## src/rtl/capture_pkg.sv

```systemverilog
package capture_pkg;

  typedef enum logic [1:0] {
    CS_IDLE  = 2'd0,
    CS_ARMED = 2'd1,
    CS_POST  = 2'd2,
    CS_FLUSH = 2'd3
  } cap_state_e;

endpackage

```

## src/rtl/cap_trig_in.sv

```systemverilog
module cap_trig_in (
  input  logic clk,
  input  logic rst_n,
  input  logic ext_async,
  input  logic ext_en,
  input  logic sw_pulse,
  output logic trig_o
);

  logic sync1_q, sync2_q, prev_q;

  // two-flop synchroniser plus one history flop for edge detection
  always_ff @(posedge clk or negedge rst_n) begin
    if (!rst_n) begin
      sync1_q <= 1'b0;
      sync2_q <= 1'b0;
      prev_q  <= 1'b0;
    end else begin
      sync1_q <= ext_async;
      sync2_q <= sync1_q;
      prev_q  <= sync2_q;
    end
  end

  logic ext_rise;
  always_comb begin
    ext_rise = sync2_q & ~prev_q;
    trig_o   = sw_pulse | (ext_en & ext_rise);
  end

endmodule

```

## src/rtl/cap_history.sv

```systemverilog
module cap_history #(
  parameter int DATA_W  = 16,
  parameter int PRE_MAX = 16,
  parameter int CNT_W   = $clog2(PRE_MAX + 1)
) (
  input  logic              clk,
  input  logic              rst_n,
  input  logic              arm_wr,
  input  logic              post_wr,
  input  logic              post_rd,
  input  logic              take,
  input  logic              fill_clr,
  input  logic [CNT_W-1:0]  pre_n,
  input  logic              wr_valid,
  input  logic [DATA_W-1:0] wr_data,
  output logic              rd_valid,
  output logic [DATA_W-1:0] rd_data,
  output logic              pend_zero
);

  // two extra slots keep a full history plus one in-flight post sample
  localparam int AW    = $clog2(PRE_MAX + 2);
  localparam int DEPTH = 1 << AW;
  localparam logic [CNT_W-1:0] FILL_MAX = CNT_W'(PRE_MAX);
  localparam int unsigned PEND_LIM = PRE_MAX + 1;

  logic [DATA_W-1:0] mem [DEPTH];
  logic [AW-1:0]     wp_q, wp_d, rp_q, rp_d;
  logic [CNT_W-1:0]  fill_q, fill_d, take_n;
  logic [AW:0]       pend_q, pend_d, take_w;
  logic              wr, rd;

  always_comb begin
    wr = wr_valid & (arm_wr | post_wr);
    rd = post_rd & (pend_q != '0);
    wp_d = wp_q + AW'(wr);

    fill_d = fill_q;
    if (fill_clr)
      fill_d = '0;
    else if (arm_wr && wr_valid && fill_q != FILL_MAX)
      fill_d = fill_q + 1'b1;

    take_n = (fill_d < pre_n) ? fill_d : pre_n;
    take_w = '0;
    take_w[CNT_W-1:0] = take_n;

    if (take) begin
      rp_d   = wp_d - take_w[AW-1:0];
      pend_d = take_w;
    end else begin
      rp_d   = rp_q + AW'(rd);
      pend_d = pend_q + (AW+1)'(post_wr & wr_valid) - (AW+1)'(rd);
    end
    pend_zero = (pend_q == '0);
  end

  always_ff @(posedge clk or negedge rst_n) begin
    if (!rst_n) begin
      wp_q     <= '0;
      rp_q     <= '0;
      fill_q   <= '0;
      pend_q   <= '0;
      rd_valid <= 1'b0;
    end else begin
      wp_q     <= wp_d;
      rp_q     <= rp_d;
      fill_q   <= fill_d;
      pend_q   <= pend_d;
      rd_valid <= rd;
    end
  end

  // storage and read data carry no reset
  always_ff @(posedge clk) begin
    if (wr) mem[wp_q] <= wr_data;
    if (rd) rd_data   <= mem[rp_q];
  end

  // occupancy never reaches the point where a write overtakes unread data
  assert_pend_bound_R7: assert property (@(posedge clk) disable iff (!rst_n)
    32'(pend_q) <= PEND_LIM);

endmodule

```

## src/rtl/cap_fsm.sv

```systemverilog
module cap_fsm
  import capture_pkg::*;
#(
  parameter int CNT_W  = 5,
  parameter int POST_W = 10
) (
  input  logic              clk,
  input  logic              rst_n,
  input  logic              active,
  input  logic              trig,
  input  logic              smp_valid,
  input  logic              pend_zero,
  input  logic              sw_term,
  input  logic [CNT_W-1:0]  cfg_pre,
  input  logic [POST_W-1:0] cfg_post,
  input  logic              cfg_ext_en,
  input  logic              cfg_auto,
  output cap_state_e        state_o,
  output logic [CNT_W-1:0]  pre_o,
  output logic              ext_en_o,
  output logic              arm_wr_o,
  output logic              post_wr_o,
  output logic              post_rd_o,
  output logic              take_o,
  output logic              fill_clr_o,
  output logic              flush_o,
  output logic              term_o,
  output logic              err_o
);

  cap_state_e        state_q, state_d;
  logic [CNT_W-1:0]  pre_q;
  logic [POST_W-1:0] post_q, rem_q, rem_d;
  logic              ext_q, auto_q;
  logic              err_q, err_d, flush_q, flush_d, term_q, term_d;
  logic              rem_zero, done;

  // configuration is captured only while the unit is inactive
  always_ff @(posedge clk or negedge rst_n) begin
    if (!rst_n) begin
      pre_q  <= '0;
      post_q <= '0;
      ext_q  <= 1'b0;
      auto_q <= 1'b0;
    end else if (!active) begin
      pre_q  <= cfg_pre;
      post_q <= cfg_post;
      ext_q  <= cfg_ext_en;
      auto_q <= cfg_auto;
    end
  end

  always_comb begin
    rem_zero = (rem_q == '0);
    done     = (state_q == CS_POST) && rem_zero && pend_zero;

    state_d = state_q;
    unique case (state_q)
      CS_IDLE:  state_d = CS_ARMED;
      CS_ARMED: if (trig) state_d = CS_POST;
      CS_POST:  if (done) state_d = auto_q ? CS_FLUSH : CS_ARMED;
      CS_FLUSH: state_d = CS_ARMED;
      default:  state_d = CS_IDLE;
    endcase
    if (!active) state_d = CS_IDLE;

    rem_d = rem_q;
    if (state_q == CS_ARMED && trig)
      rem_d = post_q;
    else if (state_q == CS_POST && smp_valid && !rem_zero)
      rem_d = rem_q - 1'b1;

    err_d = err_q;
    if (!active)
      err_d = 1'b0;
    else if (trig && (state_q == CS_POST || state_q == CS_FLUSH))
      err_d = 1'b1;

    flush_d = active & ((done & auto_q) | (sw_term & ~auto_q));
    term_d  = active & flush_q;
  end

  always_ff @(posedge clk or negedge rst_n) begin
    if (!rst_n) begin
      state_q <= CS_IDLE;
      rem_q   <= '0;
      err_q   <= 1'b0;
      flush_q <= 1'b0;
      term_q  <= 1'b0;
    end else begin
      state_q <= state_d;
      rem_q   <= rem_d;
      err_q   <= err_d;
      flush_q <= flush_d;
      term_q  <= term_d;
    end
  end

  always_comb begin
    state_o    = state_q;
    pre_o      = pre_q;
    ext_en_o   = ext_q;
    arm_wr_o   = (state_q == CS_ARMED);
    post_wr_o  = (state_q == CS_POST) && !rem_zero;
    post_rd_o  = (state_q == CS_POST);
    take_o     = (state_q == CS_ARMED) && trig;
    fill_clr_o = (state_q != CS_ARMED);
    flush_o    = flush_q;
    term_o     = term_q;
    err_o      = err_q;
  end

  // captured configuration holds while active
  assert_cfg_hold_R3: assert property (@(posedge clk) disable iff (!rst_n)
    (active && $past(active)) |-> ($stable(pre_q) && $stable(post_q) && $stable(auto_q)));

  // error clears once inactive
  assert_err_clear_R9: assert property (@(posedge clk) disable iff (!rst_n)
    !active |=> !err_q);

  // inactive forces the idle state
  assert_idle_when_off_R12: assert property (@(posedge clk) disable iff (!rst_n)
    !active |=> (state_q == CS_IDLE));

  // terminate always follows a flush by one cycle
  assert_term_after_flush_R10: assert property (@(posedge clk) disable iff (!rst_n)
    term_q |-> $past(flush_q));

  // flush is a single-cycle pulse
  assert_flush_pulse_R10: assert property (@(posedge clk) disable iff (!rst_n)
    flush_q |=> !flush_q);

endmodule

```

## src/rtl/capture_seq.sv

```systemverilog
module capture_seq
  import capture_pkg::*;
#(
  parameter int DATA_W   = 16,
  parameter int PRE_MAX  = 16,
  parameter int POST_MAX = 1023,
  localparam int CNT_W   = $clog2(PRE_MAX + 1),
  localparam int POST_W  = $clog2(POST_MAX + 1)
) (
  input  logic              clk,
  input  logic              rst_n,
  input  logic              unit_en,
  input  logic              peer_active,
  input  logic [CNT_W-1:0]  cfg_pre,
  input  logic [POST_W-1:0] cfg_post,
  input  logic              cfg_ext_en,
  input  logic              cfg_auto_term,
  input  logic              sw_trig,
  input  logic              sw_term,
  input  logic              ext_trig,
  input  logic              smp_valid,
  input  logic [DATA_W-1:0] smp_data,
  output logic              out_valid,
  output logic [DATA_W-1:0] out_data,
  output logic              out_flush,
  output logic              out_term,
  output logic              busy,
  output logic              err_missed
);

  logic active_q, active_d;
  logic trig;
  cap_state_e state;
  logic [CNT_W-1:0] pre_q;
  logic ext_en_q, arm_wr, post_wr, post_rd, take, fill_clr, pend_zero;

  // start only when the peer on the shared memory port is inactive
  always_comb active_d = unit_en & (active_q | ~peer_active);

  always_ff @(posedge clk or negedge rst_n) begin
    if (!rst_n) active_q <= 1'b0;
    else        active_q <= active_d;
  end

  cap_trig_in u_trig (
    .clk       (clk),
    .rst_n     (rst_n),
    .ext_async (ext_trig),
    .ext_en    (ext_en_q),
    .sw_pulse  (sw_trig),
    .trig_o    (trig)
  );

  cap_fsm #(.CNT_W(CNT_W), .POST_W(POST_W)) u_fsm (
    .clk        (clk),
    .rst_n      (rst_n),
    .active     (active_q),
    .trig       (trig),
    .smp_valid  (smp_valid),
    .pend_zero  (pend_zero),
    .sw_term    (sw_term),
    .cfg_pre    (cfg_pre),
    .cfg_post   (cfg_post),
    .cfg_ext_en (cfg_ext_en),
    .cfg_auto   (cfg_auto_term),
    .state_o    (state),
    .pre_o      (pre_q),
    .ext_en_o   (ext_en_q),
    .arm_wr_o   (arm_wr),
    .post_wr_o  (post_wr),
    .post_rd_o  (post_rd),
    .take_o     (take),
    .fill_clr_o (fill_clr),
    .flush_o    (out_flush),
    .term_o     (out_term),
    .err_o      (err_missed)
  );

  cap_history #(.DATA_W(DATA_W), .PRE_MAX(PRE_MAX), .CNT_W(CNT_W)) u_hist (
    .clk       (clk),
    .rst_n     (rst_n),
    .arm_wr    (arm_wr),
    .post_wr   (post_wr),
    .post_rd   (post_rd),
    .take      (take),
    .fill_clr  (fill_clr),
    .pre_n     (pre_q),
    .wr_valid  (smp_valid),
    .wr_data   (smp_data),
    .rd_valid  (out_valid),
    .rd_data   (out_data),
    .pend_zero (pend_zero)
  );

  always_comb busy = (state != CS_IDLE);

  // activation only happens with the peer reported inactive
  assert_peer_gate_R2: assert property (@(posedge clk) disable iff (!rst_n)
    $rose(active_q) |-> $past(!peer_active && unit_en));

  // output samples only come out of the capture state
  assert_valid_in_post_R6: assert property (@(posedge clk) disable iff (!rst_n)
    out_valid |-> $past(state == CS_POST));

endmodule

```

## config.mk

```make
export PLATFORM = sky130hd
export DESIGN_NAME = capture_seq
export DESIGN_NICKNAME = d
export VERILOG_FILES = /design/src/rtl/capture_pkg.sv /design/src/rtl/cap_trig_in.sv /design/src/rtl/cap_history.sv /design/src/rtl/cap_fsm.sv /design/src/rtl/capture_seq.sv
export SDC_FILE = /design/constraint.sdc
export NUM_CORES = 1
export LEC_CHECK = 0
export BUFFER_PORTS_ARGS = -buffer_cell sky130_fd_sc_hd__buf_2
export CORE_ASPECT_RATIO = 1.25
export CORE_MARGIN = 1.5
export CORE_UTILIZATION = 56
export DETAILED_ROUTE_END_ITERATION = 6
export PLACE_DENSITY = 0.77
export RECOVER_POWER = 100
export SYNTH_ARGS = -nofsm -noshare
export SYNTH_HDL_FRONTEND = slang
export SYNTH_HIERARCHICAL = 1
export SYNTH_SLANG_ARGS = --single-unit
```

## constraint.sdc

```tcl
create_clock -name clk -period 10 [get_ports clk]
set_input_delay 1.5 -clock clk [delete_from_list [all_inputs] [get_ports clk]]
set_output_delay 1.5 -clock clk [all_outputs]
set_load 0.005 [all_outputs]
```

==> run_results.csv, run 1 <==
group,metric,value,unit
outcome,outcome,"finished, violations left",
outcome,violations,"capacitance limit, slew limit",
die,die_y,230,um
route,drt-pass1-iter-count,5,
setup_path,rr_worst_depth,4,
sta,worstMarginPinSlew,4280,ps
die,ioPinCount,62,
layout,fillers,2789,
layout,final_util,62.8,%
route,antenna_left,0,
clocking,clockRootBuffer,"clkbuf_16",
sta,fin_crit,6840,ps
global_routing,grt_overflow_total,0,
logic_synthesis,synth_enable_flop_cells,528,
clocking,path_clk_slew,60,ps
placed_design,placed_cell_area,24300,um^2
logic_synthesis,synth_seq_cells,586,
global_routing,grt_usage,24.4,%
clocking,tritoncts,"done",
power_and_ir_drop,fin_total_pwr,6.49,mW
worst_hold_path,hp-class,"reg2reg",
route,drt_iter0_drc,1102,
logic_synthesis,synth_area_per_cell,21.3,um^2
setup_path,endpoint_kind,"flop",
global_routing,antenna_found_initial,1,
die,start_util,56.5,%
clocking,cts_setup_buffers,0,
sta,holdWs,350,ps
clocking,h-tree-depth,2,
clocking,cts.sinks,586,
layout,fin_area,25700,um^2
setup_path,cp_max_fo,45,
logic_synthesis,yosysSeqAreaShare,74.8,%
global_routing,first_global_vias,11800,
logic_synthesis,synth_top_area_share,68.5,%
global_routing,grt_pass1_wl,74300,um
die,fp.dieW,185,um
logic_synthesis,yosysTopAreaCell,"edfxtp_1",
layout,layout_common_cells,"528 x edfxtp_1, 160 x mux4_2, 76 x clkbuf_1, 55 x dfrtp_1, 55 x clkbuf_16",
setup_path,critical_path_class,"reg2reg",
placed_design,hpwl,28000,um
sta,rsz0062_at_grt,"false",
layout,final_common_cell,"edfxtp_1",
logic_synthesis,synth_nets,1153,
setup_path,r2r_setup_slack,3160,ps
sta,fin_skew,22.2,ps
logic_synthesis,ys_types,54,
die,fp.dieArea,42500,um^2
die,core_area,40900,um^2
route,drc_errors,0,
logic_synthesis,ys_dominant_reg_cell,"edfxtp_1",
die,row_count,83,
placed_design,port_buffers,61,
route,wl_per_cell,27.8,um
sta,fin_crit_sh,68.4,%
placed_design,gp_congestion,0.766,
power_and_ir_drop,p_leak,8.28,nW
power_and_ir_drop,ir_drop,0.157,mV
sta,report.final.slew_viol_count,315,
worst_hold_path,min_path_cells,0,
layout,syn2layout_area_growth,11.2,%
sta,finalSetupTns,0,ps
clocking,cts.repair.resized,0,
layout,drive_gt1_share,25.4,%
layout,fin_nets,1257,
logic_synthesis,async_reset_ff_share,9.90,%
job,cap_violations,12,
setup_path,cp_data_required_time,10310,ps
sta,hold_violations,0,
clocking,cts_buffers,53,
setup_path,critPathLaunchType,"flop",
clocking,cts_buffer_depth,3,
route,vias,11200,
logic_synthesis,netlist_area,23100,um^2
route,drt-total-wl,49800,um
logic_synthesis,yosys_warnings,6,
global_routing,grt_max_degree,67,
sta,setup_viol,0,
clocking,clk_latency,580,ps
route,vias_per_cell,6.24,
power_and_ir_drop,p_per_area,252,nW/um^2
setup_path,worst-endpoint-arrival,7150,ps
clocking,hold_buffers,0,
sta,slew_headroom,-185,%
logic_synthesis,synth_area_leaders,"edfxtp_1 69%, mux4_2 16%, dfrtp_1 6.3%",
sta,max_freq,146,MHz
logic_synthesis,synth_cells,1087,
==> worst max-delay path: stages (launching register included) <==
cell and delay [ps]:
dfrtp_1 2180, clkbuf_1 2750, mux4_2 760, mux4_2 510
mux2_1 360
==> cells by family after synthesis <==
group                    count (synthesis)  share of synthesized area (%)
XOR/XNOR                                13                          0.492
flip-flops                             586                           74.8
AO/OA/AOI/OAI                           60                           1.69
adder cells (fa/ha/maj)                 25                           1.42
buffers and inverters                   80                           1.42
AND/OR/NAND/NOR                        122                           2.60
multiplexers                           201                           17.6
==> metal layers <==
layer	wire, um	track usage (%)	vias up
li1	-	-	4684
met1	18100	30.8	5838
met2	26400	42.8	518
met3	3370	3.44	112
met4	1900	9.50	0
met5	0	0	-
==> synth_stat cells (2+ instances only) <==
library cell and instances:
edfxtp_1 528, mux4_2 160, dfrtp_1 58, nor2_1 50, mux2_2 35, inv_1 29, clkbuf_1 26, ha_1 23
nand2_1 18, a21oi_1 16, buf_2 16, nand3_1 13, o21ai_0 11, buf_1 8, or3_1 8, xnor2_1 7
xor2_1 6, mux2i_1 5, nand3b_1 5, nor2b_1 5, a211oi_1 4, a21o_1 4, and2_1 4, nand2b_1 3
o211ai_1 3, o22ai_1 3, o311ai_0 3, a21boi_1 2, a221o_1 2, a221oi_1 2, a31oi_1 2, fa_1 2
nand4_1 2, nor3_1 2, o21bai_1 2, or4_1 2
==> stage by stage <==
step	std cells	setup slack (ps)
floorplan	1087	4920
global placement	1688	4610
detailed placement	1688	4390
CTS	1786	4990
global route	1787	2330
finish	1787	3160
==> power breakdown <==
| part | internal (mW) | switching (mW) | leakage, nW |
|---|---|---|---|
| Clock | 1.08 | 0.854 | 0.798 |
| Combinational | 0.867 | 0.668 | 2.03 |
| Sequential | 2.79 | 0.223 | 5.45 |
| Total | 4.74 | 1.74 | 8.28 |
==> state kept, by name, summed over array words and instances, names as in the netlist, 2 cells and up <==
name and count:
u_fsm/rem_q 10, u_hist/mem 512, u_hist/wp_q 5, u_hist/fill_q 5, u_hist/pend_q 6, u_fsm/state_o 2, u_hist/rd_data 16, u_fsm/post_q 10
u_hist/rp_q 5, u_fsm/pre_o 5
==> final timing paths <==
kind | startpoint | to
worst max-delay path | u_hist/rp_q[0] | u_hist/rd_data[9]
worst min-delay path | u_trig/sync1_q | u_trig/sync2_q
worst max register to register | u_hist/rp_q[0] | u_hist/rd_data[9]
worst min register to register | u_trig/sync1_q | u_trig/sync2_q
max in group asynchronous | rst_n | u_hist/rp_q[1]
min in group asynchronous | rst_n | u_fsm/post_q[3]
==> cell type report <==
type                            count  area (um^2)  area share (%)
Antenna cell                        1         2.50         0.00973
Sequential cell                   586        17300            67.3
Inverter                           29          109           0.423
Clock buffer                       67         1420            5.53
Clock inverter                     31          226           0.881
Multi-Input combinational cell    421         5530            21.5
Tap cell                          552          691            2.69
Timing Repair Buffer              100          427            1.66
Power figures use the tool's default switching activity.
==> run 2: changes to the inputs <==
- ABC_AREA: not set -> 1
- PLACE_DENSITY: 0.77 -> 0.8
- clock period: 10 -> 6.1 ns (I/O delays scaled with it)
==> run_results.csv, run 2 <==
group,metric,value,unit
logic_synthesis,ys_types,41,
die,die_y,234,um
logic_synthesis,synth_seq_cells,586,
layout,top_register,"u_hist/mem",
layout,regArea,17300,um^2
logic_synthesis,synth_common_cells,"528 x edfxtp_1, 343 x nor2_1, 245 x o21ai_0, 207 x nand2_1, 83 x inv_1",
layout,final_common_cell,"edfxtp_1",
clocking,path_clk_slew,70,ps
power_and_ir_drop,p_sw_share,35.6,%
logic_synthesis,synth_enable_flop_cells,528,
power_and_ir_drop,p_leak,9.07,nW
sta,hold_violations,0,
power_and_ir_drop,ir_drop,0.339,mV
setup_path,r2r_setup_slack,1160,ps
logic_synthesis,ys_dominant_reg_cell,"edfxtp_1",
clocking,tritoncts,"done",
setup_path,cp_data_required_time,6570,ps
global_routing,grt_overflow_total,0,
power_and_ir_drop,combPwrFrac,29.5,%
setup_path,worst-endpoint-arrival,5410,ps
global_routing,first_global_vias,15700,
logic_synthesis,yosys_warnings,6,
setup_path,reg2reg_to,"u_hist/rd_data[9]",
sta,setup_viol,0,
route,drc_errors,0,
logic_synthesis,synth_area_leaders,"edfxtp_1 66%, dfrtp_1 6.1%, nor2_1 5.4%",
route,antenna_left,0,
power_and_ir_drop,p_seq_share,41.8,%
global_routing,grt_max_degree,161,
clocking,clk_latency,600,ps
power_and_ir_drop,p_per_area,445,nW/um^2
setup_path,cp_max_fo,160,
placed_design,hpwl,32100,um
setup_path,critical_path_class,"reg2reg",
clocking,h-tree-depth,2,
global_routing,grt_pass1_wl,87400,um
setup_path,critPathLaunchType,"flop",
route,drt-pass1-iter-count,7,
worst_hold_path,min_path_cells,0,
sta,worstMarginPinSlew,3070,ps
setup_path,endpoint_kind,"flop",
sta,rsz0062_at_grt,"false",
die,fp.dieW,188,um
setup_path,rr_worst_depth,8,
layout,multi_input_area,5700,um^2
clocking,cts_buffers,54,
logic_synthesis,synth_cells,1943,
layout,drive_gt1_share,6.97,%
power_and_ir_drop,power.internal,7.54,mW
route,vias_per_cell,6.14,
logic_synthesis,yosysSeqAreaShare,72.2,%
layout,reg_top3,"u_hist/mem (512), u_hist/rd_data (16)",
die,row_count,84,
sta,fin_skew,25.2,ps
outcome,violations,"capacitance limit, slew limit",
placed_design,gp_congestion,0.872,
clocking,cts.repair.resized,0,
logic_synthesis,synth_most_common_cell,"edfxtp_1",
power_and_ir_drop,power_switching,4.16,mW
layout,syn2layout_area_growth,9.81,%
clocking,cts.sinks,586,
sta,fin_crit_sh,80.9,%
sta,max_freq,203,MHz
clocking,hold_buffers,0,
route,drt_iter0_drc,1821,
clocking,cts_buffer_depth,3,
clocking,clockRootBuffer,"clkbuf_16",
clocking,cts_setup_buffers,0,
worst_hold_path,hp-start,"u_trig/sync1_q",
worst_hold_path,hold_end,"u_trig/sync2_q",
placed_design,port_buffers,61,
logic_synthesis,synth_top_area_share,66.2,%
job,cap_violations,12,
logic_synthesis,netlist_area,24000,um^2
die,start_util,56.9,%
global_routing,antenna_found_initial,0,
sta,postLayoutSetupSlackWorst,1160,ps
worst_hold_path,hp-class,"reg2reg",
sta,fin_crit,4940,ps
sta,finalSetupTns,0,ps
logic_synthesis,synth_area_per_cell,12.3,um^2
route,wl_per_cell,22.1,um
layout,layout_common_cells,"528 x edfxtp_1, 343 x nor2_1, 262 x o21ai_0, 209 x nand2_1, 83 x inv_1",
layout,largest_reg_flops,512,
logic_synthesis,synth_nets,2009,
global_routing,grt_usage,26.2,%
die,core_area,42100,um^2
power_and_ir_drop,clock_power_share,28.7,%
layout,fin_nets,2059,
die,ioPinCount,62,
setup_path,reg2reg_from,"u_hist/rp_q[0]",
die,fp.dieArea,44100,um^2
sta,slew_headroom,-105,%
logic_synthesis,async_reset_ff_share,9.90,%
sta,report.final.slew_viol_count,479,
placed_design,dp_worst_setup_slack,1610,ps
route,vias,15900,
layout,num_antenna_cells,0,
outcome,outcome,"finished, violations left",
logic_synthesis,yosysTopAreaCell,"edfxtp_1",
layout,fillers,3049,
route,drt-total-wl,57500,um
-- run 2: routing by layer --
metal,wire (um),part of all wire (%),track usage [%],vias up
met4,3320,5.8,15.6,0
met5,0,0,0,-
met1,20800,36,32.0,7769
met3,4980,8.7,3.07,157
li1,-,-,-,7084
met2,28400,49,45.3,935
-- run 2: worst max-delay path by stage --
| stage | cells past startpoint | slack, ps | startpoint | to |
|---|---|---|---|---|
| 6_report | 8 | 1160 | u_hist/rp_q[0] | u_hist/rd_data[9] |
| 5_1_grt | 8 | 780 | u_hist/rp_q[0] | u_hist/rd_data[4] |
| 4_1_cts | 24 | 1930 | u_hist/fill_q[1] | u_hist/rp_q[4] |
| 3_5_place_dp | 22 | 1610 | smp_valid | u_hist/rp_q[4] |
| 3_3_place_gp | 22 | 1830 | smp_valid | u_hist/rp_q[4] |
| 2_1_floorplan | 20 | 2180 | smp_valid | u_hist/rp_q[4] |
-- run 2: cell families after synthesis --
family / after synthesis / share of synthesized area, %
buffers and inverters: 203 / 3.90
adders and majority gates: 25 / 1.37
xor gates and xnor gates: 14 / 0.512
AOI/OAI and AO/OA: 450 / 10.7
and+or+nand+nor: 665 / 11.3
DFF: 586 / 72.2
-- run 2: power by group through the flow --
stage	clock (mW)	combinational (mW)	sequential (mW)
after floorplan	0	2.50	4.78
after CTS	3.38	3.40	4.88
after detailed placement	0	3.37	4.97
final	3.36	3.46	4.89
after global placement	0	3.23	4.95
after global routing	3.53	3.75	4.92
-- run 2: per-stage QoR --
step / instance area, um^2 / hold slack [ps] / utilization [%] / std cells / power [mW]
after floorplan: 24000 / 331 / - / 1943 / 7.28
after detailed placement: 24700 / 350 / 58.7 / 2496 / 8.33
final: 26300 / 357 / 62.4 / 2597 / 11.7
after CTS: 26500 / 364 / 62.9 / 2597 / 11.7
after global routing: 26300 / 364 / 62.4 / 2597 / 12.2
after global placement: 24700 / 341 / 58.7 / 2496 / 8.18
-- run 2: worst max-delay path, cell delays in order, from the launching register on --
cell and delay (ps):
dfrtp_4 850, inv_1 2250, buf_12 510, o21ai_0 210
o221ai_1 270, nand3_1 220, nand4_1 130, o21ai_0 100
inv_1 80
-- run 2: cell type report --
type / instances / area share [%]
Multi-Input combinational cell: 1154 / 21.7
Sequential cell: 586 / 65.8
Timing Repair Buffer: 106 / 1.86
Tap cell: 559 / 2.66
Inverter: 91 / 1.30
Clock buffer: 68 / 5.42
Clock inverter: 33 / 1.29
